==> src/rtl/flash_engine_pkg.sv <==
package flash_engine_pkg;
    localparam int MENU_ENTRIES = 8;
    localparam int IDX_W        = 3;

    localparam logic [5:0] A_CTRL    = 6'h00;
    localparam logic [5:0] A_STAT    = 6'h01;
    localparam logic [5:0] A_ADDR    = 6'h02;
    localparam logic [5:0] A_MENU_LO = 6'h03;
    localparam logic [5:0] A_MENU_HI = 6'h04;
    localparam logic [5:0] A_TYPES   = 6'h05;
    localparam logic [5:0] A_PREFIX  = 6'h06;
    localparam logic [5:0] A_LOCK    = 6'h07;
    localparam logic [5:0] A_DIV     = 6'h08;
    localparam logic [5:0] A_BUF     = 6'h20;

    localparam int CTRL_GO     = 0;
    localparam int CTRL_ATOMIC = 1;
    localparam int CTRL_DATA   = 2;
    localparam int CTRL_IDX_LO = 4;
    localparam int CTRL_CNT_LO = 8;

    // type bit 1: address phase present, type bit 0: write direction
    typedef enum logic [2:0] {
        S_IDLE, S_PREFIX, S_SETTLE, S_OPCODE, S_ADDR, S_DATA, S_TAIL
    } cyc_state_t;
endpackage

==> src/rtl/spi_byte_shifter.sv <==
module spi_byte_shifter #(
    parameter int DIV_W = 8
) (
    input  logic             clk,
    input  logic             rst_n,
    input  logic [DIV_W-1:0] div,
    input  logic             start,
    input  logic [7:0]       tx,
    input  logic             miso,
    output logic             sclk,
    output logic             mosi,
    output logic             done,
    output logic [7:0]       rx
);
    logic [DIV_W-1:0] cnt;
    logic [7:0]       sh;
    logic [2:0]       bitn;
    logic             active;

    assign mosi = sh[7];

    always_ff @(posedge clk or negedge rst_n) begin
        if (!rst_n) begin
            cnt    <= '0;
            sh     <= '0;
            bitn   <= '0;
            active <= 1'b0;
            sclk   <= 1'b0;
            done   <= 1'b0;
            rx     <= '0;
        end else begin
            done <= 1'b0;
            if (start) begin
                active <= 1'b1;
                sh     <= tx;
                cnt    <= '0;
                bitn   <= '0;
                sclk   <= 1'b0;
            end else if (active) begin
                if (cnt == div - 1'b1) begin
                    cnt <= '0;
                    if (!sclk) begin
                        sclk <= 1'b1;
                        rx   <= {rx[6:0], miso};
                    end else begin
                        sclk <= 1'b0;
                        if (bitn == 3'd7) begin
                            active <= 1'b0;
                            done   <= 1'b1;
                        end else begin
                            bitn <= bitn + 3'd1;
                            sh   <= {sh[6:0], 1'b0};
                        end
                    end
                end else begin
                    cnt <= cnt + 1'b1;
                end
            end
        end
    end
endmodule

==> src/rtl/flash_cycle_fsm.sv <==
module flash_cycle_fsm
    import flash_engine_pkg::*;
#(
    parameter int BUF_BYTES = 64,
    parameter int DIV_W     = 8,
    localparam int CNT_W    = $clog2(BUF_BYTES),
    localparam int GAP_W    = DIV_W + 2
) (
    input  logic             clk,
    input  logic             rst_n,
    input  logic             start,
    input  logic             atomic,
    input  logic             data_en,
    input  logic [1:0]       op_type,
    input  logic [7:0]       opcode,
    input  logic [7:0]       prefix,
    input  logic [23:0]      addr,
    input  logic [CNT_W-1:0] last_idx,
    input  logic [DIV_W-1:0] div,
    input  logic [7:0]       buf_byte,
    input  logic             sh_done,
    input  logic [7:0]       sh_rx,
    output logic             sh_start,
    output logic [7:0]       sh_tx,
    output logic             cs_n,
    output logic             busy,
    output logic             fin,
    output logic             rx_we,
    output logic [CNT_W-1:0] bidx,
    output logic [7:0]       rx_byte
);
    cyc_state_t       state, nxt;
    logic [7:0]       op_l, pre_l;
    logic [23:0]      addr_l;
    logic [CNT_W-1:0] n_l;
    logic             dat_l, wa_l, rd_l, inflight;
    logic [GAP_W-1:0] gap_cnt;
    logic             gap_hit;

    assign gap_hit = (gap_cnt == {div, 2'b00} - 1'b1);
    assign busy    = (state != S_IDLE);
    assign rx_byte = sh_rx;

    always_ff @(posedge clk or negedge rst_n) begin
        if (!rst_n) state <= S_IDLE;
        else        state <= nxt;
    end

    always_comb begin
        nxt = state;
        unique case (state)
            S_IDLE:   if (start) nxt = atomic ? S_PREFIX : S_OPCODE;
            S_PREFIX: if (sh_done) nxt = S_SETTLE;
            S_SETTLE: if (gap_hit) nxt = S_OPCODE;
            S_OPCODE: if (sh_done) nxt = wa_l ? S_ADDR : (dat_l ? S_DATA : S_TAIL);
            S_ADDR:   if (sh_done && bidx == CNT_W'(2)) nxt = dat_l ? S_DATA : S_TAIL;
            S_DATA:   if (sh_done && bidx == n_l) nxt = S_TAIL;
            S_TAIL:   if (gap_hit) nxt = S_IDLE;
            default:  nxt = S_IDLE;
        endcase
    end

    always_comb begin
        cs_n  = 1'b1;
        sh_tx = 8'h00;
        rx_we = 1'b0;
        fin   = 1'b0;
        unique case (state)
            S_PREFIX: begin cs_n = 1'b0; sh_tx = pre_l; end
            S_OPCODE: begin cs_n = 1'b0; sh_tx = op_l; end
            S_ADDR: begin
                cs_n = 1'b0;
                case (bidx[1:0])
                    2'd0:    sh_tx = addr_l[23:16];
                    2'd1:    sh_tx = addr_l[15:8];
                    default: sh_tx = addr_l[7:0];
                endcase
            end
            S_DATA: begin
                cs_n  = 1'b0;
                sh_tx = rd_l ? 8'h00 : buf_byte;
                rx_we = rd_l && sh_done;
            end
            S_TAIL:  fin = gap_hit;
            default: ;
        endcase
        sh_start = !cs_n && !inflight;
    end

    always_ff @(posedge clk or negedge rst_n) begin
        if (!rst_n) begin
            op_l <= '0; pre_l <= '0; addr_l <= '0; n_l <= '0;
            dat_l <= 1'b0; wa_l <= 1'b0; rd_l <= 1'b0;
            inflight <= 1'b0; bidx <= '0; gap_cnt <= '0;
        end else begin
            if (state == S_IDLE && start) begin
                op_l   <= opcode;
                pre_l  <= prefix;
                addr_l <= addr;
                n_l    <= last_idx;
                dat_l  <= data_en;
                wa_l   <= op_type[1];
                rd_l   <= !op_type[0];
            end
            if (sh_start)     inflight <= 1'b1;
            else if (sh_done) inflight <= 1'b0;
            if (state != nxt) bidx <= '0;
            else if (sh_done && (state == S_ADDR || state == S_DATA)) bidx <= bidx + 1'b1;
            if ((state == S_SETTLE || state == S_TAIL) && state == nxt) gap_cnt <= gap_cnt + 1'b1;
            else gap_cnt <= '0;
        end
    end
endmodule

==> src/rtl/opmenu_flash_engine.sv <==
module opmenu_flash_engine
    import flash_engine_pkg::*;
#(
    parameter int BUF_BYTES = 64,
    parameter int DIV_W     = 8
) (
    input  logic        clk,
    input  logic        rst_n,
    input  logic        wr_en,
    input  logic [5:0]  wr_addr,
    input  logic [31:0] wr_data,
    input  logic [5:0]  rd_addr,
    output logic [31:0] rd_data,
    output logic        spi_sclk,
    output logic        spi_cs_n,
    output logic        spi_mosi,
    input  logic        spi_miso
);
    localparam int BUF_WORDS = BUF_BYTES / 4;
    localparam int WIDX_W    = $clog2(BUF_WORDS);
    localparam int CNT_W     = $clog2(BUF_BYTES);
    localparam logic [5:0] BUF_END = 6'(A_BUF + BUF_WORDS);

    logic [8*MENU_ENTRIES-1:0] menu_q;
    logic [2*MENU_ENTRIES-1:0] types_q;
    logic [7:0]       prefix_q;
    logic [23:0]      addr_q;
    logic [DIV_W-1:0] div_q, div_eff;
    logic             lock_q, st_done, st_err;
    logic [7:0]       buf_q [BUF_BYTES];

    logic             busy, fin, rx_we, sh_start, sh_done;
    logic [7:0]       sh_tx, sh_rx, rx_byte;
    logic [CNT_W-1:0] bidx;
    logic             ctrl_go, cnt_big, go_ok, go_rej;
    logic [IDX_W-1:0] sel;

    assign div_eff = (div_q == '0) ? DIV_W'(1) : div_q;
    assign sel     = wr_data[CTRL_IDX_LO +: IDX_W];
    assign ctrl_go = wr_en && wr_addr == A_CTRL && wr_data[CTRL_GO];
    assign cnt_big = wr_data[CTRL_CNT_LO +: CNT_W+1] > (CNT_W+1)'(BUF_BYTES-1);
    assign go_ok   = ctrl_go && !busy && !cnt_big;
    assign go_rej  = ctrl_go && (busy || cnt_big);

    always_ff @(posedge clk or negedge rst_n) begin
        if (!rst_n) begin
            menu_q <= '0; types_q <= '0; prefix_q <= '0; addr_q <= '0;
            lock_q <= 1'b0; div_q <= DIV_W'(2); st_done <= 1'b0; st_err <= 1'b0;
        end else begin
            if (wr_en) begin
                case (wr_addr)
                    A_STAT: begin
                        if (wr_data[1]) st_done <= 1'b0;
                        if (wr_data[2]) st_err  <= 1'b0;
                    end
                    A_ADDR:    addr_q <= wr_data[23:0];
                    A_MENU_LO: if (!lock_q) menu_q[31:0]  <= wr_data;
                    A_MENU_HI: if (!lock_q) menu_q[63:32] <= wr_data;
                    A_TYPES:   if (!lock_q) types_q <= wr_data[2*MENU_ENTRIES-1:0];
                    A_PREFIX:  if (!lock_q) prefix_q <= wr_data[7:0];
                    A_LOCK:    if (wr_data[0]) lock_q <= 1'b1;
                    A_DIV:     div_q <= wr_data[DIV_W-1:0];
                    default: ;
                endcase
            end
            if (fin)    st_done <= 1'b1;
            if (go_rej) st_err  <= 1'b1;
        end
    end

    always_ff @(posedge clk) begin
        if (rx_we) begin
            buf_q[bidx] <= rx_byte;
        end else if (wr_en && wr_addr >= A_BUF && wr_addr < BUF_END) begin
            for (int k = 0; k < 4; k++)
                buf_q[{wr_addr[WIDX_W-1:0], 2'(k)}] <= wr_data[8*k +: 8];
        end
    end

    always_comb begin
        rd_data = '0;
        if (rd_addr >= A_BUF && rd_addr < BUF_END) begin
            for (int k = 0; k < 4; k++)
                rd_data[8*k +: 8] = buf_q[{rd_addr[WIDX_W-1:0], 2'(k)}];
        end else begin
            case (rd_addr)
                A_STAT:    rd_data = {29'd0, st_err, st_done, busy};
                A_ADDR:    rd_data = {8'd0, addr_q};
                A_MENU_LO: rd_data = menu_q[31:0];
                A_MENU_HI: rd_data = menu_q[63:32];
                A_TYPES:   rd_data = 32'(types_q);
                A_PREFIX:  rd_data = {24'd0, prefix_q};
                A_LOCK:    rd_data = {31'd0, lock_q};
                A_DIV:     rd_data = 32'(div_q);
                default:   rd_data = '0;
            endcase
        end
    end

    flash_cycle_fsm #(.BUF_BYTES(BUF_BYTES), .DIV_W(DIV_W)) u_fsm (
        .clk(clk), .rst_n(rst_n), .start(go_ok),
        .atomic(wr_data[CTRL_ATOMIC]), .data_en(wr_data[CTRL_DATA]),
        .op_type(types_q[2*sel +: 2]), .opcode(menu_q[8*sel +: 8]),
        .prefix(prefix_q), .addr(addr_q),
        .last_idx(wr_data[CTRL_CNT_LO +: CNT_W]), .div(div_eff),
        .buf_byte(buf_q[bidx]), .sh_done(sh_done), .sh_rx(sh_rx),
        .sh_start(sh_start), .sh_tx(sh_tx), .cs_n(spi_cs_n), .busy(busy),
        .fin(fin), .rx_we(rx_we), .bidx(bidx), .rx_byte(rx_byte)
    );

    spi_byte_shifter #(.DIV_W(DIV_W)) u_shift (
        .clk(clk), .rst_n(rst_n), .div(div_eff), .start(sh_start), .tx(sh_tx),
        .miso(spi_miso), .sclk(spi_sclk), .mosi(spi_mosi), .done(sh_done), .rx(sh_rx)
    );
endmodule

==> config.mk <==
export PLATFORM = sky130hd
export DESIGN_NAME = opmenu_flash_engine
export DESIGN_NICKNAME = d
export VERILOG_FILES = /design/src/rtl/flash_engine_pkg.sv /design/src/rtl/spi_byte_shifter.sv /design/src/rtl/flash_cycle_fsm.sv /design/src/rtl/opmenu_flash_engine.sv
export SDC_FILE = /design/constraint.sdc
export NUM_CORES = 2
export LEC_CHECK = 0
export ABC_CLOCK_PERIOD_IN_PS = 5630
export BUFFER_PORTS_ARGS = -buffer_cell sky130_fd_sc_hd__buf_2
export CELL_PAD_IN_SITES_DETAIL_PLACEMENT = 0
export CELL_PAD_IN_SITES_GLOBAL_PLACEMENT = 1
export CORE_MARGIN = 1.5
export CORE_UTILIZATION = 33
export CTS_CLUSTER_SIZE = 10
export DETAILED_ROUTE_END_ITERATION = 12
export PLACE_DENSITY_LB_ADDON = 0.05
export REMOVE_ABC_BUFFERS = 1
export SKIP_CTS_REPAIR_TIMING = 1
export SLEW_MARGIN = 5
export SYNTH_ARGS = -nofsm -noshare
export SYNTH_HDL_FRONTEND = slang
export SYNTH_SLANG_ARGS = --single-unit
==> constraint.sdc <==
create_clock -name clk -period 5.63 [get_ports clk]
set_clock_uncertainty 0.15 [all_clocks]
set_input_delay 0.2815 -clock clk [delete_from_list [all_inputs] [get_ports clk]]
set_output_delay 0.2815 -clock clk [all_outputs]
set_load 0.005 [all_outputs]
==> flow_summary.toml <==
[placement]
dpl.hpwl_um = 142000
io_buffers = 82
place.gp.congestion = 1.03
post_dp_cell_area_um2 = 42200

[synthesis]
ys_seq_area_frac = 0.528
yosys_register_bits = 734
synth_top_flop_cell = "edfxtp_1"
synth_area_um2 = 39600
synth.distinct_cells = 78
synth-async-reset-ratio = 0.302
yosysWarnings = 0
synth_edf_count = 512
synthCells = 3588
avgSynthCellArea_um2 = 11.0

[floorplan]
start_util = 0.334
io_pins = 83
fp-row-count = 126
die_width_um = 350
die-area_um2 = 122000
core_area_um2 = 119000
die_h_um = 350

[clock_network]
cts-htree-levels = 3
root_buffer = "clkbuf_16"
clock_latency_ps = 680
cts_buffer_depth = 3
cts.sinks = 734
cts_tree = "yes"
cts_buffers = 90
cts.clk_slew.worst_paths_ps = 60

[critical_path]
cp_max_fo = 39
cp-start-kind = "flop"
arrival_ps = 4640
crit_type = "reg2reg"
cp.required_ps = 5790
setup.worst_path.end_class = "flop"

[power]
irDropWorstVdd_mv = 0.244
powerDensity_nw_per_um2 = 324
p_leak_nw = 17.9
p_total_mw = 14.5

[routing]
dr_total_vias = 32200
first_iter_violations = 5125
firstDrtPassIters = 9
drc = 0
wl_um = 203000
wl_per_cell_um = 38.7
drt-vias-per-instance = 6.12
antenna_left = 0

[final_layout]
area_growth_pct = 13.3
drive_above_1_share = 0.220
stdcell_area_um2 = 44900
nNetsFinal = 3654

[sta]
maxSlewHeadroom = 0.0276
max_freq_mhz = 223
period_needed_ps = 4480
hold_slack_ps = 23.7
finalCritPeriodShare = 0.797
hold_viol_final = 0
rsz0062_at_grt = "no"
worstMarginPinSlew_ps = 1450
maxSlewViolCount = 0
report.final.setup_viol = 0

[global_routing]
grt.total_usage = 0.330
grt_start_max_net_pins = 150
grt_overflow = 0
grt_pass1_wl_um = 273000
grt_pass1_vias = 30700
antenna_found_initial = 23

[run_status]
status = "finished, final reports clean"

[worst_hold_path]
hold_path_class = "in2reg"

[job]
cap_violations = 0
==> cell usage in the layout, fill, tap and decap left out, drive strengths merged, types with 7 or more instances in the layout <==
cell type / count
a21oi: 40
a221o: 18
a221oi: 35
a222oi: 28
a22o: 28
a22oi: 128
a31oi: 27
a41oi: 8
and2: 8
and3: 8
buf: 229
clkbuf: 130
clkinv: 12
dfrtp: 221
edfxtp: 512
ha: 9
inv: 43
mux2: 215
mux2i: 49
mux4: 189
nand2: 1246
nand2b: 14
nand3: 31
nand4: 7
nor2: 90
nor2b: 9
nor3: 19
nor4: 13
o2111ai: 8
o211ai: 12
o21ai: 116
o221ai: 8
o22ai: 12
or3: 7
xnor2: 20
xor2: 19
==> cells by family after synthesis <==
| logic type | share of synthesized area |
|---|---|
| mux | 0.181 |
| simple gates | 0.152 |
| compound gates | 0.0927 |
| buf+inv | 0.0344 |
| xor+xnor | 0.00919 |
| flops | 0.528 |
| fa+ha+maj | 0.00284 |
==> routing by layer <==
layer	vias to the layer above	GRT usage	wire length, um
met5	-	0	173
met4	24	0.161	11700
met3	412	0.0740	20700
met2	2185	0.501	88800
met1	16400	0.445	82200
li1	13100	-	-
==> report_power, final <==
part / switching, mW / total, mW / internal, mW
clock network: 2.41 / 5.53 / 3.12
logic: 1.64 / 2.40 / 0.758
registers: 0.289 / 6.61 / 6.32
==> through the flow <==
stage	util	worst slack, ps	cells	setup TNS [ps]
3_5_place_dp	0.356	802	5101	0
5_1_grt	0.379	1070	5253	0
6_report	0.379	1150	5256	0
3_3_place_gp	0.356	857	5101	0
2_1_floorplan	-	-173	3272	-10930
4_1_cts	0.378	789	5249	0
==> final timing paths <==
| path | depth (start not counted) | end | slack, ps | start |
|---|---|---|---|---|
| worst max-delay path | 4 | buf_q[2][4] | 1150 | u_fsm.bidx[1] |
| worst min-delay path | 5 | st_err | 20 | wr_addr[0] |
| worst max register to register | 4 | buf_q[2][4] | 1150 | u_fsm.bidx[1] |
| worst min register to register | 1 | u_fsm.gap_cnt[0] | 340 | u_fsm.gap_cnt[0] |
| max in group asynchronous | 3 | menu_q[46] | 3950 | rst_n |
| min in group asynchronous | 2 | u_fsm.gap_cnt[4] | 40 | rst_n |
==> area by class of cell <==
class                   instances  area [um2]
flip-flops and latches        734       20900
diodes                          3        7.51
multi-input cells            2499       17500
inverters                      39         146
well taps                    1600        2000
clock buffers                 130        2510
clock inverters                18         154
repair buffers                233        1670
fillers                     11700       73700
==> worst max-delay path, stage by stage, from the launching register on <==
cell and delay, ps:
dfrtp_4 830, nor3b_2 1250, buf_4 430, nand2_1 530, o21ai_1 800
==> synth_stat cells, drive strengths merged (9+ instances only) <==
cell	number	area share
mux4	189	0.11
nor3	19	0.0024
o21ai	116	0.015
o211ai	12	0.0023
xor2	19	0.0042
xnor2	20	0.0044
ha	9	0.0028
mux2i	49	0.012
nand3	31	0.0039
buf	76	0.0080
dfrtp	221	0.14
nor4	13	0.0024
a31oi	27	0.0043
nor2b	9	0.0014
a221o	18	0.0045
a21oi	40	0.0051
edfxtp	512	0.39
a22o	28	0.0062
a22oi	128	0.024
nor2	90	0.0085
a222oi	28	0.0071
nand2b	14	0.0022
nand2	1246	0.12
clkbuf	240	0.023
inv	39	0.0037
mux2	215	0.061
a221oi	35	0.0079
o22ai	12	0.0019
==> sequential cells by signal (all words and copies together), names as in the netlist, 3 cells and up <==
signal	cells
u_fsm.pre_l	8
u_fsm.bidx	6
u_shift.rx	8
types_q	16
u_fsm.op_l	8
u_fsm.gap_cnt	10
u_fsm.n_l	6
prefix_q	8
addr_q	24
u_shift.cnt	8
u_fsm.addr_l	24
u_shift.sh	8
buf_q	512
menu_q	64
u_shift.bitn	3
div_q	8
u_fsm.state	3
(Power assumes the default switching activity.)
